--- config.mk ---
export PLATFORM = sky130hd
export DESIGN_NAME = dual_byte_queue
export DESIGN_NICKNAME = d
export VERILOG_FILES = /design/src/rtl/bq_pkg.sv /design/src/rtl/bq_fifo_core.sv /design/src/rtl/bq_trigger.sv /design/src/rtl/bq_dma_ctl.sv /design/src/rtl/dual_byte_queue.sv
export SDC_FILE = /design/constraint.sdc
export NUM_CORES = 1
export LEC_CHECK = 0
export ABC_AREA = 1
export BUFFER_PORTS_ARGS = -buffer_cell sky130_fd_sc_hd__buf_2
export CAP_MARGIN = 0
export CORE_AREA = 2 2 182 184
export CTS_BUF_LIST = sky130_fd_sc_hd__clkbuf_4 sky130_fd_sc_hd__clkbuf_8
export CTS_CLUSTER_SIZE = 25
export DETAILED_ROUTE_END_ITERATION = 16
export DIE_AREA = 0 0 184 186
export PLACE_DENSITY_LB_ADDON = 0.1
export SETUP_SLACK_MARGIN = 0.1
export SYNTH_ARGS = -nofsm -noshare
export SYNTH_HDL_FRONTEND = slang
export SYNTH_SLANG_ARGS = --single-unit
--- constraint.sdc ---
create_clock -name clk -period 3.4 [get_ports clk]
set_input_delay 0.51 -clock clk [delete_from_list [all_inputs] [get_ports clk]]
set_output_delay 0.51 -clock clk [all_outputs]
set_load 0.05 [all_outputs]
--- src/rtl/bq_pkg.sv ---
package bq_pkg;
   typedef enum logic [1:0] {
      DMA_OFF   = 2'd0,
      DMA_FRAME = 2'd1,
      DMA_HOLD  = 2'd2,
      DMA_RSVD  = 2'd3
   } dma_mode_e;

   localparam logic [1:0] TX_TRIG_RESET = 2'd3;
   localparam logic [1:0] RX_TRIG_RESET = 2'd0;
endpackage

--- src/rtl/bq_fifo_core.sv ---
module bq_fifo_core #(
   parameter int DEPTH = 16,
   parameter int DW    = 8,
   localparam int AW   = $clog2(DEPTH),
   localparam int CW   = $clog2(DEPTH + 1)
) (
   input  logic          clk,
   input  logic          rst_n,
   input  logic          push,
   input  logic [DW-1:0] push_data,
   input  logic          pop,
   output logic [DW-1:0] pop_data,
   input  logic          flush,
   output logic [CW-1:0] count,
   output logic          full,
   output logic          empty,
   output logic          overrun,
   output logic          underrun
);
   if (DEPTH < 4 || (DEPTH & (DEPTH - 1)) != 0) begin : g_depth_chk
      $error("bq_fifo_core: DEPTH must be a power of two and at least 4");
   end

   logic [DW-1:0] mem [DEPTH];
   logic [AW-1:0] wr_ptr, rd_ptr;
   logic [CW-1:0] count_q;
   logic          ovf_q, udf_q;
   logic          push_ok, pop_ok;

   assign full    = (count_q == CW'(DEPTH));
   assign empty   = (count_q == '0);
   assign push_ok = push && !full && !flush;
   assign pop_ok  = pop && !empty && !flush;

   always_ff @(posedge clk) begin
      if (push_ok) mem[wr_ptr] <= push_data;
   end

   always_ff @(posedge clk or negedge rst_n) begin
      if (!rst_n) begin
         wr_ptr  <= '0;
         rd_ptr  <= '0;
         count_q <= '0;
         ovf_q   <= 1'b0;
         udf_q   <= 1'b0;
      end else if (flush) begin
         wr_ptr  <= '0;
         rd_ptr  <= '0;
         count_q <= '0;
         ovf_q   <= 1'b0;
         udf_q   <= 1'b0;
      end else begin
         if (push_ok) wr_ptr <= wr_ptr + 1'b1;
         if (pop_ok)  rd_ptr <= rd_ptr + 1'b1;
         if (push_ok && !pop_ok)      count_q <= count_q + 1'b1;
         else if (!push_ok && pop_ok) count_q <= count_q - 1'b1;
         if (push && full) ovf_q <= 1'b1;
         if (pop && empty) udf_q <= 1'b1;
      end
   end

   assign pop_data = empty ? '0 : mem[rd_ptr];
   assign count    = count_q;
   assign overrun  = ovf_q;
   assign underrun = udf_q;


   count_bound_chk: assert property (@(posedge clk) disable iff (!rst_n)
      count_q <= CW'(DEPTH));

   flush_zero_chk: assert property (@(posedge clk) disable iff (!rst_n)
      flush |=> (count_q == '0 && !ovf_q && !udf_q));

   idle_stable_chk: assert property (@(posedge clk) disable iff (!rst_n)
      (!push && !pop && !flush) |=> $stable(count_q));

   no_overflow_chk: assert property (@(posedge clk) disable iff (!rst_n)
      (push && full && !pop && !flush) |=> (ovf_q && $stable(count_q)));

   no_underflow_chk: assert property (@(posedge clk) disable iff (!rst_n)
      (pop && empty && !flush) |=> udf_q);
endmodule

--- src/rtl/bq_trigger.sv ---
module bq_trigger #(
   parameter int DEPTH      = 16,
   parameter bit TOWARD_BUS = 1'b1,
   localparam int CW        = $clog2(DEPTH + 1)
) (
   input  logic [CW-1:0] count,
   input  logic [1:0]    level,
   output logic          hit
);
   localparam logic [CW-1:0] LVL_QTR  = CW'(DEPTH / 4);
   localparam logic [CW-1:0] LVL_HALF = CW'(DEPTH / 2);
   localparam logic [CW-1:0] LVL_3Q   = CW'((3 * DEPTH) / 4);
   localparam logic [CW-1:0] LVL_TOP  = CW'(DEPTH - 1);

   if (TOWARD_BUS) begin : g_drain
      always_comb begin
         unique case (level)
            2'd0:    hit = (count == '0);
            2'd1:    hit = (count <= LVL_QTR);
            2'd2:    hit = (count <= LVL_HALF);
            default: hit = (count <= LVL_TOP);
         endcase
      end
   end else begin : g_fill
      always_comb begin
         unique case (level)
            2'd0:    hit = (count != '0);
            2'd1:    hit = (count >= LVL_QTR);
            2'd2:    hit = (count >= LVL_HALF);
            default: hit = (count >= LVL_3Q);
         endcase
      end
   end
endmodule

--- src/rtl/bq_dma_ctl.sv ---
module bq_dma_ctl
   import bq_pkg::*;
#(
   parameter int DEPTH      = 16,
   parameter bit TOWARD_BUS = 1'b1,
   localparam int CW        = $clog2(DEPTH + 1)
) (
   input  logic          clk,
   input  logic          rst_n,
   input  logic          cfg_wr,
   input  logic [1:0]    cfg_mode,
   input  logic          bus_start,
   input  logic          bus_stop,
   input  logic          half,
   input  logic          trig_hit,
   input  logic [CW-1:0] count,
   output logic [1:0]    mode,
   output logic          req
);
   dma_mode_e     mode_q;
   logic          armed, room_ok;
   logic [CW-1:0] need;

   always_ff @(posedge clk or negedge rst_n) begin
      if (!rst_n)                                         mode_q <= DMA_OFF;
      else if (cfg_wr)                                    mode_q <= dma_mode_e'(cfg_mode);
      else if ((bus_start || bus_stop) && mode_q == DMA_FRAME) mode_q <= DMA_OFF;
   end

   assign need  = half ? CW'(2) : CW'(1);
   assign armed = (mode_q == DMA_FRAME) || (mode_q == DMA_HOLD);

   if (TOWARD_BUS) begin : g_space
      assign room_ok = (CW'(DEPTH) - count) >= need;
   end else begin : g_avail
      assign room_ok = count >= need;
   end

   assign req  = armed && trig_hit && room_ok;
   assign mode = mode_q;


   frame_clear_chk: assert property (@(posedge clk) disable iff (!rst_n)
      (!cfg_wr && (bus_start || bus_stop) && mode_q == DMA_FRAME) |=> mode_q == DMA_OFF);

   hold_keep_chk: assert property (@(posedge clk) disable iff (!rst_n)
      (!cfg_wr && mode_q == DMA_HOLD) |=> mode_q == DMA_HOLD);
endmodule

--- src/rtl/dual_byte_queue.sv ---
module dual_byte_queue
   import bq_pkg::*;
#(
   parameter int DEPTH = 16,
   localparam int CW   = $clog2(DEPTH + 1)
) (
   input  logic          clk,
   input  logic          rst_n,
   input  logic          cfg_wr,
   input  logic [1:0]    cfg_tx_trig,
   input  logic [1:0]    cfg_rx_trig,
   input  logic [1:0]    cfg_tx_dma,
   input  logic [1:0]    cfg_rx_dma,
   input  logic          cfg_dma_half,
   input  logic          bus_start,
   input  logic          bus_stop,
   input  logic          tx_push,
   input  logic [7:0]    tx_push_data,
   input  logic          tx_pop,
   output logic [7:0]    tx_pop_data,
   input  logic          tx_flush,
   input  logic          rx_push,
   input  logic [7:0]    rx_push_data,
   input  logic          rx_pop,
   output logic [7:0]    rx_pop_data,
   input  logic          rx_flush,
   output logic [CW-1:0] tx_count,
   output logic [CW-1:0] rx_count,
   output logic          tx_full,
   output logic          rx_empty,
   output logic          tx_trig_hit,
   output logic          rx_trig_hit,
   output logic          tx_overrun,
   output logic          tx_underrun,
   output logic          rx_overrun,
   output logic          rx_underrun,
   output logic          tx_dma_req,
   output logic          rx_dma_req,
   output logic [1:0]    tx_dma_mode,
   output logic [1:0]    rx_dma_mode
);
   logic [1:0] tx_lvl_q, rx_lvl_q;
   logic       half_q;
   logic       tx_empty_nc, rx_full_nc;

   always_ff @(posedge clk or negedge rst_n) begin
      if (!rst_n) begin
         tx_lvl_q <= TX_TRIG_RESET;
         rx_lvl_q <= RX_TRIG_RESET;
         half_q   <= 1'b0;
      end else if (cfg_wr) begin
         tx_lvl_q <= cfg_tx_trig;
         rx_lvl_q <= cfg_rx_trig;
         half_q   <= cfg_dma_half;
      end
   end

   bq_fifo_core #(.DEPTH(DEPTH), .DW(8)) u_txq (
      .clk(clk), .rst_n(rst_n), .push(tx_push), .push_data(tx_push_data),
      .pop(tx_pop), .pop_data(tx_pop_data), .flush(tx_flush), .count(tx_count),
      .full(tx_full), .empty(tx_empty_nc), .overrun(tx_overrun), .underrun(tx_underrun));

   bq_fifo_core #(.DEPTH(DEPTH), .DW(8)) u_rxq (
      .clk(clk), .rst_n(rst_n), .push(rx_push), .push_data(rx_push_data),
      .pop(rx_pop), .pop_data(rx_pop_data), .flush(rx_flush), .count(rx_count),
      .full(rx_full_nc), .empty(rx_empty), .overrun(rx_overrun), .underrun(rx_underrun));

   bq_trigger #(.DEPTH(DEPTH), .TOWARD_BUS(1'b1)) u_txtrig (
      .count(tx_count), .level(tx_lvl_q), .hit(tx_trig_hit));

   bq_trigger #(.DEPTH(DEPTH), .TOWARD_BUS(1'b0)) u_rxtrig (
      .count(rx_count), .level(rx_lvl_q), .hit(rx_trig_hit));

   bq_dma_ctl #(.DEPTH(DEPTH), .TOWARD_BUS(1'b1)) u_txdma (
      .clk(clk), .rst_n(rst_n), .cfg_wr(cfg_wr), .cfg_mode(cfg_tx_dma),
      .bus_start(bus_start), .bus_stop(bus_stop), .half(half_q),
      .trig_hit(tx_trig_hit), .count(tx_count), .mode(tx_dma_mode), .req(tx_dma_req));

   bq_dma_ctl #(.DEPTH(DEPTH), .TOWARD_BUS(1'b0)) u_rxdma (
      .clk(clk), .rst_n(rst_n), .cfg_wr(cfg_wr), .cfg_mode(cfg_rx_dma),
      .bus_start(bus_start), .bus_stop(bus_stop), .half(half_q),
      .trig_hit(rx_trig_hit), .count(rx_count), .mode(rx_dma_mode), .req(rx_dma_req));


   tx_req_gate_chk: assert property (@(posedge clk) disable iff (!rst_n)
      tx_dma_req |-> (tx_trig_hit && (tx_dma_mode == 2'd1 || tx_dma_mode == 2'd2)));

   rx_req_gate_chk: assert property (@(posedge clk) disable iff (!rst_n)
      rx_dma_req |-> (rx_trig_hit && (rx_dma_mode == 2'd1 || rx_dma_mode == 2'd2)));
endmodule

==> summary.md, run 1 <==
| Metric | Value |
|---|---|
| Status | finished, final reports clean |
| Final antenna-violating net count | 0 |
| CTS sink count | 295 |
| # fillers | 3046 |
| Core Region | 32200 um2 |
| Vias in the first global route | 8398 |
| Post-synth top flop | edfxtp_1 |
| Clk Latency, worst-skew pair | 0.58 ns |
| Syn Nets | 1180 |
| Final WL | 32200 um |
| Arr. time, crit path | 2.60 ns |
| Worst slew pin tran | 0.931 ns |
| Relative slew slack | 0.377 |
| Worst hold path type | input pin to async pin |
| DR pass1 iterations | 5 |
| CP max stage delay | 0.43 ns |
| Ant. Diodes | 0 |
| Die Area | 34200 um2 |
| Cells along the critical path | inv_2 -> buf_12 -> o21ai_0 -> o22ai_1 -> nand2_1 -> nand2_1 -> nand2_1 -> nor2_1 -> buf_2 |
| Post-Syn Area | 12700 um2 |
| Power Total | 0.0104 W |
| Worst setup EP type | output port |
| # Max-Cap Violations | 0 |
| # rows | 66 |
| Slew Viols, Final | 0 |
| Crit path kind | register to output port |
| Crit-path most repeated cell | nand2_1 |
| Mean Syn Cell Area | 11.4 um2 |
| #FFs+latches synth | 295 |
| Post-synthesis sequential area ratio | 0.680 |
| Share of async-settable or async-resettable flops after synthesis | 0.132 |
| Layout area overhead | 13.7% |
| Leak Pwr | 5.46 nW |
| Slowest cell on the critical path | dfrtp_2 |
| Hold buffer count at cts | 0 |
| Yosys top cell area share | 0.603 |
| First-pass GRT wire length | 49700 um |
| F_max | 322 MHz |
| Critical path required time | 2.89 ns |
| CTS clk-pin slew, worst paths | 0.06 ns |
| Total grt overflow | 0 |
| Cts bufs inserted | 49 |
| Critical path fanouts, max | 35 |
| DIE HEIGHT | 186 um |
| Die W | 184 um |
| Power Density | 717 nW/um2 |
| Hold violation total from the final report | 0 |
| Starting DRC count in detailed routing | 549 |
| Area leader, netlist | edfxtp_1 |
| CTS root buf | clkbuf_8 |
| H-tree levels | 2 |
| Peak supply drop | 524 uV |
| Via count | 8624 |
| Synth top area cells | edfxtp_1 60%, dfrtp_1 7.3%, nor2_1 5.3%, nand2_1 5.0%, o21ai_0 4.3% |
| Commonest non-fill, non-tap cell in the layout | edfxtp_1 |
| DRC Markers | 0 |
| DP Wirelength | 20300 um |
| Tcrit/Tclk final | 0.914 |
| Share of layout cells above drive strength 1 | 0.172 |
| GRT Total Usage | 0.192 |
| Final net count | 1275 |
| Largest net degree at the start of global routing | 67 |
| Io pins | 76 |
| Most frequent cells in the layout | 256 x edfxtp_1, 181 x nor2_1, 171 x nand2_1, 109 x o21ai_0, 74 x buf_2 |
| Initial antenna violation count | 0 |
| Skew final | 0.0185 ns |
| Syn Inst Count | 1114 |
| Port bufs | 75 |
| Via-to-Cell Ratio | 5.20 |
| Final setup TNS | 0 ns |
| Post-synth EDFFs | 256 |
| Wire length per cell | 19.4 um |
| Critical path launch point type | register |
| RSZ-0062 raised after global routing | no |
| Yosys cell types | 39 |
| Final critical-path required period | 3.11 ns |
| Starting Density | 0.396 |
| RD Place Congestion | 0.804 |
| PnR worst setup slack | 0.292 ns |
| Final setup vio count | 0 |
| Max clock buf depth | 3 |
| Dpl ws | 0.637 ns |
| TritonCTS clock tree | built |
| Warnings from Yosys | 0 |
[area by class of cell]
type | instances | area (um2) | area share
clock buffer | 71 | 858 | 0.0592
clock inverter | 20 | 103 | 0.00708
inverter | 53 | 200 | 0.0138
multi-input combinational | 719 | 3630 | 0.250
sequential | 295 | 8670 | 0.598
tap | 408 | 510 | 0.0352
timing repair buffer | 91 | 527 | 0.0363
[power by group]
part / internal [W] / total, W / switching, W
sequential: 0.00407 / 0.00423 / 0.000155
clock: 0.00163 / 0.00304 / 0.00141
combinational: 0.000825 / 0.00313 / 0.00230
total: 0.00653 / 0.0104 / 0.00387
[flip-flops by register name, summed over array words and instances, names as in the netlist]
| register | cells |
|---|---|
| u_txq.underrun | 1 |
| u_rxq.underrun | 1 |
| u_txq.wr_ptr | 4 |
| rx_lvl_q | 2 |
| tx_lvl_q | 2 |
| u_rxq.rd_ptr | 4 |
| u_rxq.overrun | 1 |
| u_txq.count | 5 |
| u_rxq.mem | 128 |
| u_txq.mem | 128 |
| u_txq.rd_ptr | 4 |
| u_txq.overrun | 1 |
| u_txdma.mode | 2 |
| half_q | 1 |
| u_rxq.wr_ptr | 4 |
| u_rxq.count | 5 |
| u_rxdma.mode | 2 |
[kinds of logic after synthesis]
group | share of synthesized area
buffers and inverters | 0.0359
AO/OA/AOI/OAI | 0.0954
adder cells (fa/ha/maj) | 0.0306
multiplexers | 0.00550
flip-flops | 0.680
XOR/XNOR | 0.00412
AND/OR/NAND/NOR | 0.149
[synthesized netlist by cell type, drive strengths merged (18+ instances only)]
master    n
nor2    187
o22ai    18
dfrtp    37
inv      49
o21ai   127
a21oi    59
nand2   183
nand3    62
ha       28
edfxtp  256
buf      34
[timing repair]
item	CTS	global route
endpoints found under the setup margin	0	4
setup buffers	0	0
resized for setup	0	5
[worst max-delay path, delay by kind of cell, from the launching register on]
family	cells	cell delay (ns)
buf+inv	3	0.89
simple gates	4	0.36
compound gates	2	0.35
flops	1	0.43
[stage by stage]
step | instance area [um2] | std cells | hold WS, ns | util
final | 14500 | 1657 | 0.0231 | 0.450
after global routing | 14500 | 1657 | 0.0554 | 0.450
after CTS | 14500 | 1657 | 0.0242 | 0.450
after detailed placement | 13500 | 1566 | 0.468 | 0.420
after global placement | 13500 | 1566 | 0.464 | 0.420
after floorplan | 12700 | 1114 | 0.214 | -
[per-layer routing]
layer  track usage  part of all wire  routed length, um  vias to the layer above
li1              -                 -                  -                     4118
met1         0.291              0.47              15200                     4181
met2         0.280              0.44              14000                      280
met3        0.0370             0.072               2320                       45
met4        0.0547             0.018                571                        0
met5             0                 0                  0                        -
[worst paths after layout]
path	start	to	slack [ns]	cells after the start
max	u_rxq.rd_ptr[0]	rx_pop_data[1]	0.29	9
min	rst_n	u_rxq.wr_ptr[1]	0.02	1
max reg2reg	u_txq.count[1]	u_txq.mem[0][4]	0.69	10
min reg2reg	tx_lvl_q[0]	tx_lvl_q[0]	0.48	2
max in group asynchronous	rst_n	u_rxdma.mode[1]	2.71	2
min in group clk	cfg_tx_dma[0]	u_txdma.mode[0]	0.13	3
(Power assumes the default switching activity.)
==> run 2, diff against run 1 <==
- CELL_PAD_IN_SITES_DETAIL_PLACEMENT: unset -> 1
- CELL_PAD_IN_SITES_GLOBAL_PLACEMENT: unset -> 2
- CORE_AREA: 2 2 182 184 -> 2 2 184 186
- DIE_AREA: 0 0 184 186 -> 0 0 186 188
- clock period: 3.4 -> 2.5 ns (I/O delays scaled with it)
==> run 2 against run 1 <==
  * The run now ends with negative setup slack left
  * Critical endpoint unchanged
  * Core utilization is 5.7 points higher
  * Sequential share of layout area down 8.1 points
  * Clock-buffer cell count rose by 4
  * Flip-flop and latch count did not move
==> summary.md, run 2 (synthesis results as in run 1) <==
| Metric | Value |
|---|---|
| Status | complete, but fails checks |
| Violated checks | negative setup slack |
| Cts bufs inserted | 51 (+4.1%) |
| First-pass GRT wire length | 55100 um (+11%) |
| Leak Pwr | 6.38 nW (+17%) |
| Power Density | 988 nW/um2 (+38%) |
| Final setup vio count | 18 (+18) |
| Final net count | 1385 (+8.6%) |
| DIE HEIGHT | 188 um (+1.1%) |
| Initial antenna violation count | 0 (unchanged) |
| DRC Markers | 0 (unchanged) |
| F_max | 377 MHz |
| Combinational power share | 0.396 (+0.095) |
| Worst slew pin tran | 0.997 ns (+0.0660 ns) |
| # rows | 67 (+1.5%) |
| Layout area overhead | 31.6% |
| Max clock buf depth | 3 (unchanged) |
| Cells along the critical path | buf_6 -> inv_6 -> o21ai_0 -> o22ai_1 -> nand2_1 -> nand2_2 -> nand2_2 -> nor2_2 -> buf_6 |
| Worst Path Buf+Inv | 3 (unchanged) |
| Crit path kind | register to output port |
| DR pass1 iterations | 5 (unchanged) |
| Starting Density | 0.385 (-0.0108) |
| Core Region | 33100 um2 (+2.8%) |
| Wire length per cell | 20.6 um (+6.0%) |
| Final antenna-violating net count | 0 (unchanged) |
| Most frequent cells in the layout | 256 x edfxtp_1, 155 x nor2_1, 141 x nand2_1, 77 x o21ai_0, 58 x buf_4 |
| Peak supply drop | 638 uV (+22%) |
| Clk Latency, worst-skew pair | 0.59 ns (about the same) |
| Sw frac | 0.365 (-0.00720) |
| Hold violation total from the final report | 0 (unchanged) |
| DP Wirelength | 22200 um (+9.4%) |
| Port bufs | 75 (unchanged) |
| Via-to-Cell Ratio | 5.09 (-2.2%) |
| CP max stage delay | 0.57 ns (+0.14 ns) |
| H-tree levels | 2 (unchanged) |
| CTS clk-pin slew, worst paths | 0.06 ns (about the same) |
| Worst hold path type | input pin to register |
| Die W | 186 um (+1.1%) |
| Placed insts | 1638 (+4.6%) |
| TritonCTS clock tree | built |
| Psw | 0.00605 W (+56%) |
| Io pins | 76 (unchanged) |
| Skew final | 0.0205 ns (+0.00201 ns) |
| RD Place Congestion | 0.774 (-3.8%) |
| Starting DRC count in detailed routing | 525 (-4.4%) |
| # Max-Cap Violations | 0 (unchanged) |
| Commonest non-fill, non-tap cell in the layout | edfxtp_1 |
| Die Area | 35000 um2 (+2.2%) |
| Slew Viols, Final | 0 (unchanged) |
| Clock network power share | 0.255 (-0.038) |
| Biggest regs | u_rxq.mem: 128 flops, u_txq.mem: 128 flops |
| RSZ-0062 raised after global routing | yes |
| Critical path fanouts, max | 7 (-80%) |
| Worst setup EP type | output port |
| Final critical-path required period | 2.65 ns |
| Share of layout cells above drive strength 1 | 0.331 (+0.159) |
| CTS root buf | clkbuf_8 |
| Dpl ws | 0.128 ns (-0.509 ns) |
| # fillers | 3463 (+14%) |
| Slowest cell on the critical path | dfrtp_4 |
| Critical path required time | 2.12 ns (-0.77 ns) |
| CTS sink count | 295 (unchanged) |
| Total grt overflow | 0 (unchanged) |
| Final WL | 37100 um (+15%) |
| Internal | 0.0105 W (+61%) |
| Vias in the first global route | 9509 (+13%) |
| Ant. Diodes | 0 (unchanged) |
| PnR worst setup slack | -0.154 ns (-0.447 ns) |
| GRT Total Usage | 0.207 (+0.0147) |
| Critical path launch point type | register |
| CP delay by family, top | flip-flops |
| Arr. time, crit path | 2.28 ns (-0.32 ns) |
| Relative slew slack | 0.333 (-0.0442) |
| Via count | 9170 (+6.3%) |
| Tcrit/Tclk final | 1.06 |
| Non-Filler Instances | 1802 (+8.8%) |
| Sequential share of power | 0.350 (-0.057) |
| Largest net degree at the start of global routing | 39 (-42%) |
==> run 2: cell type report <==
cell class / instances / area (um2) / area share
inverter: 53 / 240 / 0.0143
clock inverter: 13 / 52.6 / 0.00313
tap: 448 / 561 / 0.0334
timing repair inverter: 2 / 15.0 / 0.000895
timing repair buffer: 197 / 2090 / 0.125
sequential: 295 / 8680 / 0.517
multi-input combinational: 719 / 4240 / 0.253
clock buffer: 75 / 901 / 0.0537
==> run 2: tightest hold or removal path, cell delays in order <==
cell and delay (ns):
buf_2 0.09, a21oi_1 0.06, nor2_1 0.08
==> run 2: worst paths after layout <==
kind	startpoint	end	slack, ns	cells after the start
max	u_rxq.rd_ptr[0]	rx_pop_data[1]	-0.15	9
min	tx_pop	u_txq.underrun	0.07	3
max reg2reg	u_txq.count[0]	u_txq.count[4]	0.17	17
min reg2reg	tx_lvl_q[0]	tx_lvl_q[0]	0.49	2
max in group asynchronous	rst_n	tx_lvl_q[0]	1.57	3
min in group asynchronous	rst_n	u_rxq.wr_ptr[0]	0.29	2
==> run 2: power groups by stage <==
stage | Sequential [W] | Combinational [W] | Clock, W
3_3_place_gp | 0.00587 | 0.00447 | 0
4_1_cts | 0.00577 | 0.00586 | 0.00432
6_report | 0.00580 | 0.00656 | 0.00422
3_5_place_dp | 0.00587 | 0.00450 | 0
2_1_floorplan | 0.00609 | 0.00298 | 0
5_1_grt | 0.00583 | 0.00707 | 0.00452
==> run 2: routing by layer <==
metal	track usage	vias to the layer above	part of all wire
li1	-	4360	-
met1	0.308	4567	0.49
met2	0.312	194	0.45
met3	0.0379	49	0.047
met4	0.0524	0	0.017
met5	0	-	0
==> run 2: through the flow <==
step	utilization	total power, W	setup TNS [ns]	hold slack [ns]	area, um2
after global placement	0.422	0.0103	0	0.372	14000
after detailed placement	0.422	0.0104	0	0.362	14000
after CTS	0.484	0.0160	-2.13	0.0407	16000
after floorplan	-	0.00908	-0.0356	0.0794	12900
final	0.507	0.0166	-1.59	0.0689	16800
after global routing	0.507	0.0174	-3.59	0.0838	16800
==> run 2: what timing repair did <==
| action | CTS | global route |
|---|---|---|
| resized for setup | 162 | 119 |
| pin swaps | 53 | 75 |
| hold endpoints to repair | 26 | 0 |
| gates cloned | 10 | 10 |
| endpoints found under the setup margin | 19 | 42 |
| setup buffers | 30 | 17 |
| hold buffers | 10 | 0 |
